[config.mk]
export PLATFORM = sky130hd
export DESIGN_NAME = ctl_port_sync
export DESIGN_NICKNAME = d
export VERILOG_FILES = /design/src/rtl/ctl_port_pkg.sv /design/src/rtl/cpp_decode.sv /design/src/rtl/cpp_hshake.sv /design/src/rtl/cpp_regfile.sv /design/src/rtl/ctl_port_sync.sv
export SDC_FILE = /design/constraint.sdc
export NUM_CORES = 1
export LEC_CHECK = 0
export ABC_AREA = 1
export CAP_MARGIN = 5
export CORE_MARGIN = 3
export CORE_UTILIZATION = 55
export CTS_CLUSTER_SIZE = 30
export DETAILED_ROUTE_END_ITERATION = 8
export PLACE_DENSITY = 0.81
export SYNTH_ARGS = -nofsm -noshare
export SYNTH_HDL_FRONTEND = slang
export SYNTH_SLANG_ARGS = --single-unit
[constraint.sdc]
create_clock -name clk -period 1.85 [get_ports clk]
set_input_delay 0.2775 -clock clk [delete_from_list [all_inputs] [get_ports clk]]
set_output_delay 0.2775 -clock clk [all_outputs]
set_load 0.02 [all_outputs]
[src/rtl/ctl_port_pkg.sv]
package ctl_port_pkg;

  typedef enum logic [1:0] {
    HS_IDLE = 2'd0,
    HS_WAIT = 2'd1,
    HS_DONE = 2'd2
  } hs_state_e;

  localparam int LAT_W    = 2;
  localparam int LAT_FAST = 2;
  localparam int LAT_SLOW = 3;

  // Edges from the request edge to the release edge.
  function automatic logic [LAT_W-1:0] hs_latency(input logic style,
                                                  input logic is_wr,
                                                  input logic slow_addr);
    logic [LAT_W-1:0] lat;
    if (is_wr) begin
      lat = style ? LAT_W'(LAT_SLOW) : LAT_W'(LAT_FAST);
    end else begin
      lat = slow_addr ? LAT_W'(LAT_SLOW) : LAT_W'(LAT_FAST);
    end
    return lat;
  endfunction

endpackage

[src/rtl/cpp_decode.sv]
module cpp_decode (
  input  logic style_i,
  input  logic cs_n,
  input  logic rd_n,
  input  logic wr_n,
  output logic rd_req_o,
  output logic wr_req_o
);

  logic sel;
  assign sel = ~cs_n;

  always_comb begin
    if (style_i) begin
      rd_req_o = sel & ~rd_n & wr_n;
      wr_req_o = sel & ~rd_n & ~wr_n;
    end else begin
      wr_req_o = sel & ~wr_n;
      rd_req_o = sel & ~rd_n & wr_n;
    end
  end

  always_comb begin
    assert_excl_req_R1: assert (!(rd_req_o && wr_req_o));
  end

endmodule

[src/rtl/cpp_hshake.sv]
module cpp_hshake
  import ctl_port_pkg::*;
#(
  parameter int ADDR_W    = 3,
  parameter int SLOW_ADDR = 0
) (
  input  logic              clk,
  input  logic              rst_n,
  input  logic              style_i,
  input  logic              cs_n,
  input  logic              rd_req_i,
  input  logic              wr_req_i,
  input  logic [ADDR_W-1:0] addr_i,
  output logic              wr_cap_o,
  output logic              served_o,
  output logic              busy_o
);

  hs_state_e        state_q, state_d;
  logic [LAT_W-1:0] cnt_q, cnt_d;
  logic [LAT_W-1:0] lat_q, lat_d;
  logic             req;
  logic             slow;

  assign req  = rd_req_i | wr_req_i;
  assign slow = (addr_i == ADDR_W'(SLOW_ADDR));

  always_comb begin
    state_d = state_q;
    cnt_d   = cnt_q;
    lat_d   = lat_q;
    unique case (state_q)
      HS_IDLE: begin
        if (req) begin
          state_d = HS_WAIT;
          cnt_d   = LAT_W'(1);
          lat_d   = hs_latency(style_i, wr_req_i, slow);
        end
      end
      HS_WAIT: begin
        if (cs_n) begin
          state_d = HS_IDLE;
        end else if (cnt_q == lat_q) begin
          state_d = HS_DONE;
        end else begin
          cnt_d = cnt_q + LAT_W'(1);
        end
      end
      HS_DONE: begin
        if (cs_n) state_d = HS_IDLE;
      end
      default: state_d = HS_IDLE;
    endcase
  end

  always_ff @(posedge clk or negedge rst_n) begin
    if (!rst_n) begin
      state_q <= HS_IDLE;
      cnt_q   <= '0;
      lat_q   <= '0;
    end else begin
      state_q <= state_d;
      cnt_q   <= cnt_d;
      lat_q   <= lat_d;
    end
  end

  assign wr_cap_o = (state_q == HS_IDLE) & wr_req_i;
  assign served_o = (state_q == HS_DONE);
  assign busy_o   = (state_q == HS_WAIT);

  assert_min_latency_R3: assert property (@(posedge clk) disable iff (!rst_n)
    $rose(served_o) |-> $past(busy_o, 2));

  assert_done_needs_cs_R6: assert property (@(posedge clk) disable iff (!rst_n)
    (served_o && !cs_n) |=> served_o);

endmodule

[src/rtl/cpp_regfile.sv]
module cpp_regfile #(
  parameter int DATA_W = 8,
  parameter int ADDR_W = 3
) (
  input  logic              clk,
  input  logic              rst_n,
  input  logic              wr_en_i,
  input  logic [ADDR_W-1:0] addr_i,
  input  logic [DATA_W-1:0] wdata_i,
  output logic [DATA_W-1:0] rdata_o
);

  localparam int DEPTH = 1 << ADDR_W;

  logic [DATA_W-1:0] regs_q [DEPTH];

  for (genvar g = 0; g < DEPTH; g++) begin : g_reg
    logic hit;
    assign hit = wr_en_i & (addr_i == ADDR_W'(g));
    always_ff @(posedge clk or negedge rst_n) begin
      if (!rst_n) begin
        regs_q[g] <= '0;
      end else if (hit) begin
        regs_q[g] <= wdata_i;
      end
    end
  end

  assign rdata_o = regs_q[addr_i];

  assert_single_capture_R8: assert property (@(posedge clk) disable iff (!rst_n)
    wr_en_i |=> !wr_en_i);

endmodule

[src/rtl/ctl_port_sync.sv]
module ctl_port_sync #(
  parameter int DATA_W    = 8,
  parameter int ADDR_W    = 3,
  parameter int SLOW_ADDR = 0
) (
  input  logic              clk,
  input  logic              rst_n,
  input  logic              mode_i,
  input  logic              cs_n,
  input  logic              rd_n,
  input  logic              wr_n,
  input  logic [ADDR_W-1:0] addr_i,
  input  logic [DATA_W-1:0] wdata_i,
  output logic [DATA_W-1:0] rdata_o,
  output logic              rdata_oe_o,
  output logic              rdy_o
);

  logic              rd_req, wr_req;
  logic              wr_cap, served, busy;
  logic [DATA_W-1:0] reg_val;

  cpp_decode u_dec (
    .style_i  (mode_i),
    .cs_n     (cs_n),
    .rd_n     (rd_n),
    .wr_n     (wr_n),
    .rd_req_o (rd_req),
    .wr_req_o (wr_req)
  );

  cpp_hshake #(.ADDR_W(ADDR_W), .SLOW_ADDR(SLOW_ADDR)) u_hs (
    .clk      (clk),
    .rst_n    (rst_n),
    .style_i  (mode_i),
    .cs_n     (cs_n),
    .rd_req_i (rd_req),
    .wr_req_i (wr_req),
    .addr_i   (addr_i),
    .wr_cap_o (wr_cap),
    .served_o (served),
    .busy_o   (busy)
  );

  cpp_regfile #(.DATA_W(DATA_W), .ADDR_W(ADDR_W)) u_rf (
    .clk     (clk),
    .rst_n   (rst_n),
    .wr_en_i (wr_cap),
    .addr_i  (addr_i),
    .wdata_i (wdata_i),
    .rdata_o (reg_val)
  );

  assign rdata_oe_o = rd_req;
  assign rdata_o    = rd_req ? reg_val : '0;

  // Style 0: not-ready while a request is pending; style 1: acknowledge once served.
  always_comb begin
    if (mode_i) rdy_o = ~served;
    else        rdy_o = ~((rd_req | wr_req) & ~served);
  end

  assert_oe_needs_cs_R7: assert property (@(posedge clk) disable iff (!rst_n)
    rdata_oe_o |-> !cs_n);

  assert_ack_release_R6: assert property (@(posedge clk) disable iff (!rst_n)
    (mode_i && cs_n) |=> (rdy_o || !mode_i));

  assert_no_ack_while_busy_R5: assert property (@(posedge clk) disable iff (!rst_n)
    (mode_i && busy) |-> rdy_o);

  assert_ready_when_served_R3: assert property (@(posedge clk) disable iff (!rst_n)
    (!mode_i && served) |-> rdy_o);

endmodule

# After elaboration in Yosys (flattened, before gate mapping)

Index checks and enable logic that the tools add are counted.

Bits in registers: 70
Output and inout port bits: 10
Word-level logic and storage cells: 72

$add $sub $neg: 1
Order comparisons: 1
Equal/unequal tests: 15
Muxes and demuxes: 17
Bitwise gates (word level): 21
Reductions and logical operators: 6

Operators by type and width:

| kind                  | number |
|---|---|
| $bmux W8 S3           | 1 |
| $mux W8               | 3 |
| $and A1 B1 Y1         | 14 |
| $mux W2               | 7 |
| $eq A3 B3 Y1 const B  | 4 |
| $eq A3 B2 Y1 const B  | 2 |
| $ne A2 B2 Y1 const B  | 3 |
| $pmux W2 S3           | 1 |
| $not A1 Y1            | 5 |
| $ge A4 B4 Y1 const B  | 1 |
| $mux W1               | 4 |
| $not A3 Y4            | 1 |
| $pmux W2 S2           | 1 |
| $reduce_and A4 Y1     | 1 |
| $eq A3 B1 Y1 const B  | 1 |
| $logic_not A3 Y1      | 1 |
| $ne A3 B2 Y1 const B  | 1 |
| $reduce_and A3 Y1     | 1 |
| $add A2 B1 Y2 const B | 1 |
| $eq A2 B1 Y1 const B  | 1 |
| $eq A2 B2 Y1          | 1 |
| $eq A2 B2 Y1 const B  | 1 |
| $logic_not A2 Y1      | 1 |
| $ne A2 B1 Y1 const B  | 1 |
| other kinds (3)       | 3 |

# Logic depth before layout (Yosys ltp)

Gate-level depths: netlist of the first run.

Depth after elaboration: 8
Gate-level depth with buffers: 8
Gate-level depth less buffers: 8

# Cells and area by module

A second synthesis of the first run with hierarchy kept.

Cells, all modules: 504
Area, all modules: 3618.5 sq um

Modules (own cells, without submodules):

| module        | times used | cells an instance | area each (sq um) |
|---|---|---|---|
| cpp_regfile   | 1          | 413               | 3104.2 |
| cpp_hshake    | 1          | 60                | 382.9 |
| ctl_port_sync | 1          | 24                | 105.1 |
| cpp_decode    | 1          | 7                 | 26.3 |

# Worst setup path after synthesis of the first run

Ideal clock, no wire load.

Kind: input-to-output
From: input port addr_i[0]
To: output port rdata_o[2]
Data arrival time: 1.192 ns
Required time: 1.572 ns
Path slack: 0.381 ns
Stages: 7
Path through: buf_4 -> nor2_4 -> buf_2 -> nand2_1 -> nand3_1 -> nand2_1 -> nor2_1

Word-level cells in the longest chain between the ends: 5

RTL lines:

| what                                        | line                | RTL |
|---|---|---|
| start, declared                             | ctl_port_sync.sv:12 | `input logic [ADDR_W-1:0] addr_i,` |
| $not A3 Y4 (implied by the code)            | cpp_regfile.sv:29   | `assign rdata_o = regs_q[addr_i];` |
| $bmux W8 S3                                 | cpp_regfile.sv:29   |  |
| $mux W8 (implied by the code) (2 in series) | cpp_regfile.sv:29   |  |
| $mux W8                                     | ctl_port_sync.sv:55 | `assign rdata_o = rd_req ? reg_val : '0;` |
| end, declared                               | ctl_port_sync.sv:14 | `output logic [DATA_W-1:0] rdata_o,` |

Every way passes these cells. The select of a mux whose other input is x is not followed.

# Worst setup path after layout of the first run

From: input port addr_i[2]
To: output port rdata_o[7]

The elaborated chain is that of the path after synthesis.

==> results of run 1 <==
-- synthesized netlist by cell type --
cell,count
a21oi_1,2
buf_2,5
buf_4,2
buf_6,8
clkinv_1,1
dfrtp_1,70
inv_1,19
inv_2,6
nand2_1,185
nand2_2,10
nand2_4,8
nand3_1,21
nor2_1,24
nor2_2,8
nor2_4,2
nor2_8,1
nor3_1,2
o21ai_0,4
o21ai_1,32
o21ai_2,32
o21bai_1,1
-- final cells by class --
class | count | area share
multi-input cells | 332 | 0.3787
clock buffers | 13 | 0.03474
inverters | 26 | 0.02336
well taps | 75 | 0.02190
clock inverters | 3 | 0.004672
flip-flops and latches | 70 | 0.4088
repair buffers | 62 | 0.1279
-- kinds of logic (layout without fill, tap and decap cells) --
kind of cell / count (synthesis) / count (layout) / synth area share
buf+inv: 41 / 104 / 0.06321
simple gates: 261 / 261 / 0.3178
compound gates: 71 / 71 / 0.1327
flops: 70 / 70 / 0.4863
-- power by group through the flow --
stage | combinational (W) | sequential [W] | clock, W
CTS | 0.00123 | 0.00235 | 0.00111
floorplan | 0.000929 | 0.00228 | 0
global placement | 0.00117 | 0.00236 | 0
global route | 0.00141 | 0.00243 | 0.00117
detailed placement | 0.00122 | 0.00237 | 0
finish | 0.00122 | 0.00236 | 0.00109
-- metrics by stage --
step	hold WS, ps	cells	util	power (W)	instance area [um^2]
detailed placement	217.8	559	0.6661	0.003599	4084
CTS	377.8	581	0.7016	0.004696	4302
global placement	220.9	559	0.6661	0.003527	4084
floorplan	-18.09	443	-	0.003210	3602
global route	392.8	581	0.6990	0.005015	4285
finish	384.8	581	0.6990	0.004670	4285
-- repair_timing --
| item | in CTS | in global routing |
|---|---|---|
| gates resized for setup | 37 | 7 |
| hold endpoints to repair | 13 | 0 |
| hold buffers | 1 | 0 |
| pin swaps | 2 | 0 |
| setup buffers | 5 | 0 |
| endpoints found under the setup margin | 10 | 5 |
-- path summary, 6_finish.rpt --
kind | from | slack, ps | end | cells past startpoint
max in group asynchronous | rst_n | 750 | u_rf.regs_q[24] | 3
max | addr_i[2] | 90 | rdata_o[7] | 6
min in group clk | u_rf.regs_q[3] | 490 | u_rf.regs_q[3] | 2
min | rst_n | 380 | u_rf.regs_q[50] | 2
min reg2reg | u_rf.regs_q[3] | 490 | u_rf.regs_q[3] | 2
max reg2reg | u_hs.state_q[1] | 320 | u_rf.regs_q[24] | 6
-- worst max-delay path, stage by stage --
cell and delay, ps:
clkdlybuf4s50_1 540, buf_6 190, nand2_1 70, nor2_1 90
nor2_1 50, clkdlybuf4s15_2 240
-- cell usage in the layout, fill, tap and decap left out, types with 2 or more instances in the layout --
cell type          n
clkinvlp_4         2
clkbuf_8          10
nand3_1           21
nand2_1          185
clkdlybuf4s15_2    3
o21ai_1           32
buf_2              8
buf_4             29
buf_12             4
a21oi_1            2
inv_1             19
inv_2              5
clkdlybuf4s50_1   13
nor3_1             2
nand2_2           10
dfrtp_1           70
nor2_4             2
clkbuf_1           3
o21ai_0            4
nor2_1            24
nand2_4            8
o21ai_2           32
nor2_2             8
buf_6              2
-- flip-flops by register name, indices dropped and copies added (netlist names) --
register,count
u_hs.state_q,2
u_hs.lat_q,2
u_hs.cnt_q,2
u_rf.regs_q,64
-- layer usage --
layer  vias up  wire [um]  GRT usage
li1       1526          -          -
met1      1435       3681     0.3466
met2       140       3853     0.3803
met3        28        764    0.07947
met4         0        263    0.09348
met5         -          0          0
==> out/qor.csv, run 1 <==
metric;value;unit
H-tree depth;3;
clock buffer depth;2;
Sum Neg Setup Slack;0;ps
worst-path maximum fanout;13;
Starting Density;0.5876;
Synth cell types;21;
number of global-route vias before repair;2978;
Max IR drop VDD;803.6;uV
status;finished, final reports clean;
Root Driver;clkbuf_8;
max-cap viol count;0;
worst path arrival time;1480;ps
synthesis-stage register bit count;70;
Crit Path Category;primary input to output pin;
Yosys top cell area share;0.4863;
Tcrit/Tclk final;0.9505;
Area contributors post-synth;dfrtp_1, nand2_1, o21ai_2;
TritonCTS clock tree;built;
Worst slew margin;0.7177;
GPL Wtd Cong;0.8659;
Flop pwr share;0.505;
Routed WL;8562;um
CP required;1570;ps
Antenna Nets Post-Route;0;
post-detail-place hpwl;6083;um
DRC viols;0;
share of cells above drive strength 1;0.2510;
Pre-antenna DRT Iters;6;
Syn Area/Cell;8.131;um^2
DRT iter0 DRCs;259;
pin slew with the least headroom to its limit;422.9;ps
Post-Syn Instances;443;
n_diodes;0;
Die Y;86.93;um
crit path launch type;primary input;
Clk pwr share;0.233;
CTS Buf Count;9;
cell taking the most area after synthesis;dfrtp_1;
setup ws final;91.53;ps
Yosys Warn Count;0;
DIE AREA;7557;um^2
Via density;5.386;
antenna violations before repair;0;
Logic pwr share;0.262;
pwr dens;1090;nW/um^2
Final Hold Violating Endpoints;0;
Die Width;86.93;um
Net Sw Frac;0.3357;
RSZ-0062 raised after global routing;false;
Final min period;1758;ps
Int Pwr;0.003102;W
CTS sink cnt;70;
gr usage total;0.2535;
Slew Viols, Final;0;
multi-input logic area;1623;um^2
GRT Residual Overflow;0;
Clk pin slew, worst setup/hold paths;70;ps
setup violators final;0;
io pins;27;
Core Area;6131;um^2
via count;3129;
Area Overhead vs Synth;18.96;%
crit end category;output pin;
WL/cell;14.74;um
Total Nets Final;518;
largest net degree at the start of global routing;30;
Rows;28;
clock skew;4.983;ps
Netlist Area Pre-Place;3602;um^2
Syn Nets;460;
Port Buf Inserts;26;
storage element area;1752;um^2
Hold Path Class;primary input to async pin;
Layout fillers;477;
Place WS;-758.1;ps
P_sw;0.001567;W
worst skew pair latency;340;ps
Fmax;568.7;MHz
first-pass GRT wire length;14570;um
Leak;2.237;nW
register area share after synthesis;0.4863;
(Power assumes the default switching activity.)
==> inputs of run 2 (changes only) <==
- HOLD_SLACK_MARGIN: default -> 0.02
==> results of run 2 <==
The final DEF is identical to that of run 1; final timing and power are the same.
==> inputs of run 3 (changes only) <==
- SKIP_CTS_REPAIR_TIMING: default -> 1
==> run 3 against run 2 <==
Net effect: count of clock-buffer cells in the layout stayed put; clock skew is 0.84 ps higher; final area is 0.64% higher; sequential power hardly changed; global-route usage is 0.46 points lower; largest power group unchanged; clock power hardly changed; routed wire length is 0.81% higher; combinational power hardly changed; sequential share of layout area is 0.26 points lower.
==> out/qor.csv, run 3 (synthesized netlist as in run 1, its figures left out) <==
metric;value;unit;change
largest net degree at the start of global routing;30;;unchanged
crit end category;output pin;;
number of global-route vias before repair;2923;;-1.8%
status;finished, final reports clean;;
DIE AREA;7557;um^2;unchanged
worst skew pair latency;350;ps;about the same
io pins;27;;unchanged
Worst slew margin;0.7304;;+0.01267
CTS Buf Count;9;;unchanged
CP required;1570;ps;about the same
crit path launch type;primary input;;
H-tree depth;3;;unchanged
pin slew with the least headroom to its limit;403.9;ps;-18.98 ps
crit path capture;rdata_o[7];;
Largest Register;u_rf.regs_q;;
Port Buf Inserts;26;;unchanged
share of cells above drive strength 1;0.2475;;-0.003444
reg-to-reg startpoint;u_hs.state_q[1];;
R2R setup slack;330;ps;about the same
setup violators final;0;;unchanged
WL/cell;14.78;um;+0.29%
Area Overhead vs Synth;19.73;%;
critical path startpoint;addr_i[0];;
Via density;5.315;;-1.3%
gr usage total;0.2488;;-0.004638
DRC viols;0;;unchanged
WHS;377.9;ps;-6.883 ps
via count;3104;;-0.80%
n_diodes;0;;unchanged
Fmax;559.7;MHz;-1.6%
Crit Path Category;primary input to output pin;;
Tcrit/Tclk final;0.9657;;+0.01520
Die Y;86.93;um;unchanged
Starting Density;0.5876;;unchanged
Root Driver;clkbuf_8;;
max reg flops;64;;unchanged
Core Area;6131;um^2;unchanged
max-cap viol count;0;;unchanged
worst-path maximum fanout;12;;-1
Total Nets Final;521;;+0.58%
pwr dens;1085;nW/um^2;-0.47%
first-pass GRT wire length;14350;um;-1.6%
Final Hold Violating Endpoints;0;;unchanged
most common cell after layout, fill and taps aside;nand2_1;;
worst path arrival time;1510;ps;+30 ps
Routed WL;8631;um;+0.81%
DRT iter0 DRCs;315;;+22%
Max IR drop VDD;801.2;uV;-0.30%
clock buffer depth;2;;unchanged
R2R Path End;u_rf.regs_q[24];;
Clk pin slew, worst setup/hold paths;70;ps;about the same
Leak;2.293;nW;+2.5%
GPL Wtd Cong;0.8659;;unchanged
antenna violations before repair;0;;unchanged
TritonCTS clock tree;built;;
clock skew;5.822;ps;+0.8386 ps
commonest non-fill, non-tap cells in the layout;nand2_1, dfrtp_1, buf_4;;
CTS sink cnt;70;;unchanged
Pre-antenna DRT Iters;5;;-1
Rows;28;;unchanged
worst r2r path cells;6;;unchanged
Slew Viols, Final;0;;unchanged
GRT Residual Overflow;0;;unchanged
Pwr Total;0.004677;W;+0.17%
Hold Path Class;primary input to async pin;;
Antenna Nets Post-Route;0;;unchanged
post-detail-place hpwl;6083;um;unchanged
Final min period;1787;ps;+28.13 ps
Die Width;86.93;um;unchanged
-- run 3: changes by cell type in the layout (fill, tap and decap cells not counted), sizes merged --
cell           change
clkbuf             +6
dlymetal6s2s       +5
buf                -4
clkdlybuf4s15      -3
dlygate4sd2        -1
-- run 3: routing by layer --
metal / part of all wire / GRT usage / wire (um) / vias up
met5: 0 / 0 / 0 / -
met1: 0.44 / 0.3460 / 3803 / 1448
met2: 0.46 / 0.3747 / 3963 / 108
met3: 0.079 / 0.07474 / 681 / 18
li1: - / - / - / 1530
met4: 0.021 / 0.08074 / 182 / 0
-- run 3: per-stage QoR --
stage	worst slack (ps)	setup TNS [ps]	instance area, um^2	utilization	cells
floorplan	380.9	0	3602	-	443
global placement	-712.4	-16790	4084	0.6661	559
CTS	-769.1	-6179	4253	0.6937	575
finish	63.41	0	4313	0.7035	584
global route	-40.74	-60.49	4313	0.7035	584
detailed placement	-758.1	-19240	4084	0.6661	559
-- run 3: worst max-delay path: stages --
cell	delay (ps)
dlymetal6s2s_1	210
buf_4	220
nor2_4	160
buf_4	170
nand2_1	50
nand2_1	50
nor2_1	40
nor2_1	90
dlymetal6s2s_1	230
-- run 3: worst min-delay path by stage --
stage           from         endpoint  slack (ps)  cells past startpoint
4_1_cts        rst_n  u_rf.regs_q[34]        -160                      1
5_1_grt        rst_n  u_rf.regs_q[50]         390                      2
3_3_place_gp   rst_n    u_hs.cnt_q[0]         220                      1
6_report       rst_n  u_rf.regs_q[19]         380                      2
3_5_place_dp   rst_n    u_hs.cnt_q[0]         220                      1
2_1_floorplan  rst_n    u_hs.cnt_q[0]         -20                      0
-- run 3: final cells by class --
class,count,area (um^2)
Fill cell,467,1818
Sequential cell,70,1752
Multi-Input combinational cell,332,1623
Timing Repair Buffer,65,578.1
Clock buffer,13,148.9
Inverter,26,97.59
Tap cell,75,93.84
Clock inverter,3,20.02
-- run 3: power breakdown --
| group | internal [W] | leakage, nW | switching, W |
|---|---|---|---|
| logic | 0.000553 | 1.31 | 0.000675 |
| clock network | 0.000522 | 0.0796 | 0.000567 |
| registers | 0.00203 | 0.903 | 0.000328 |
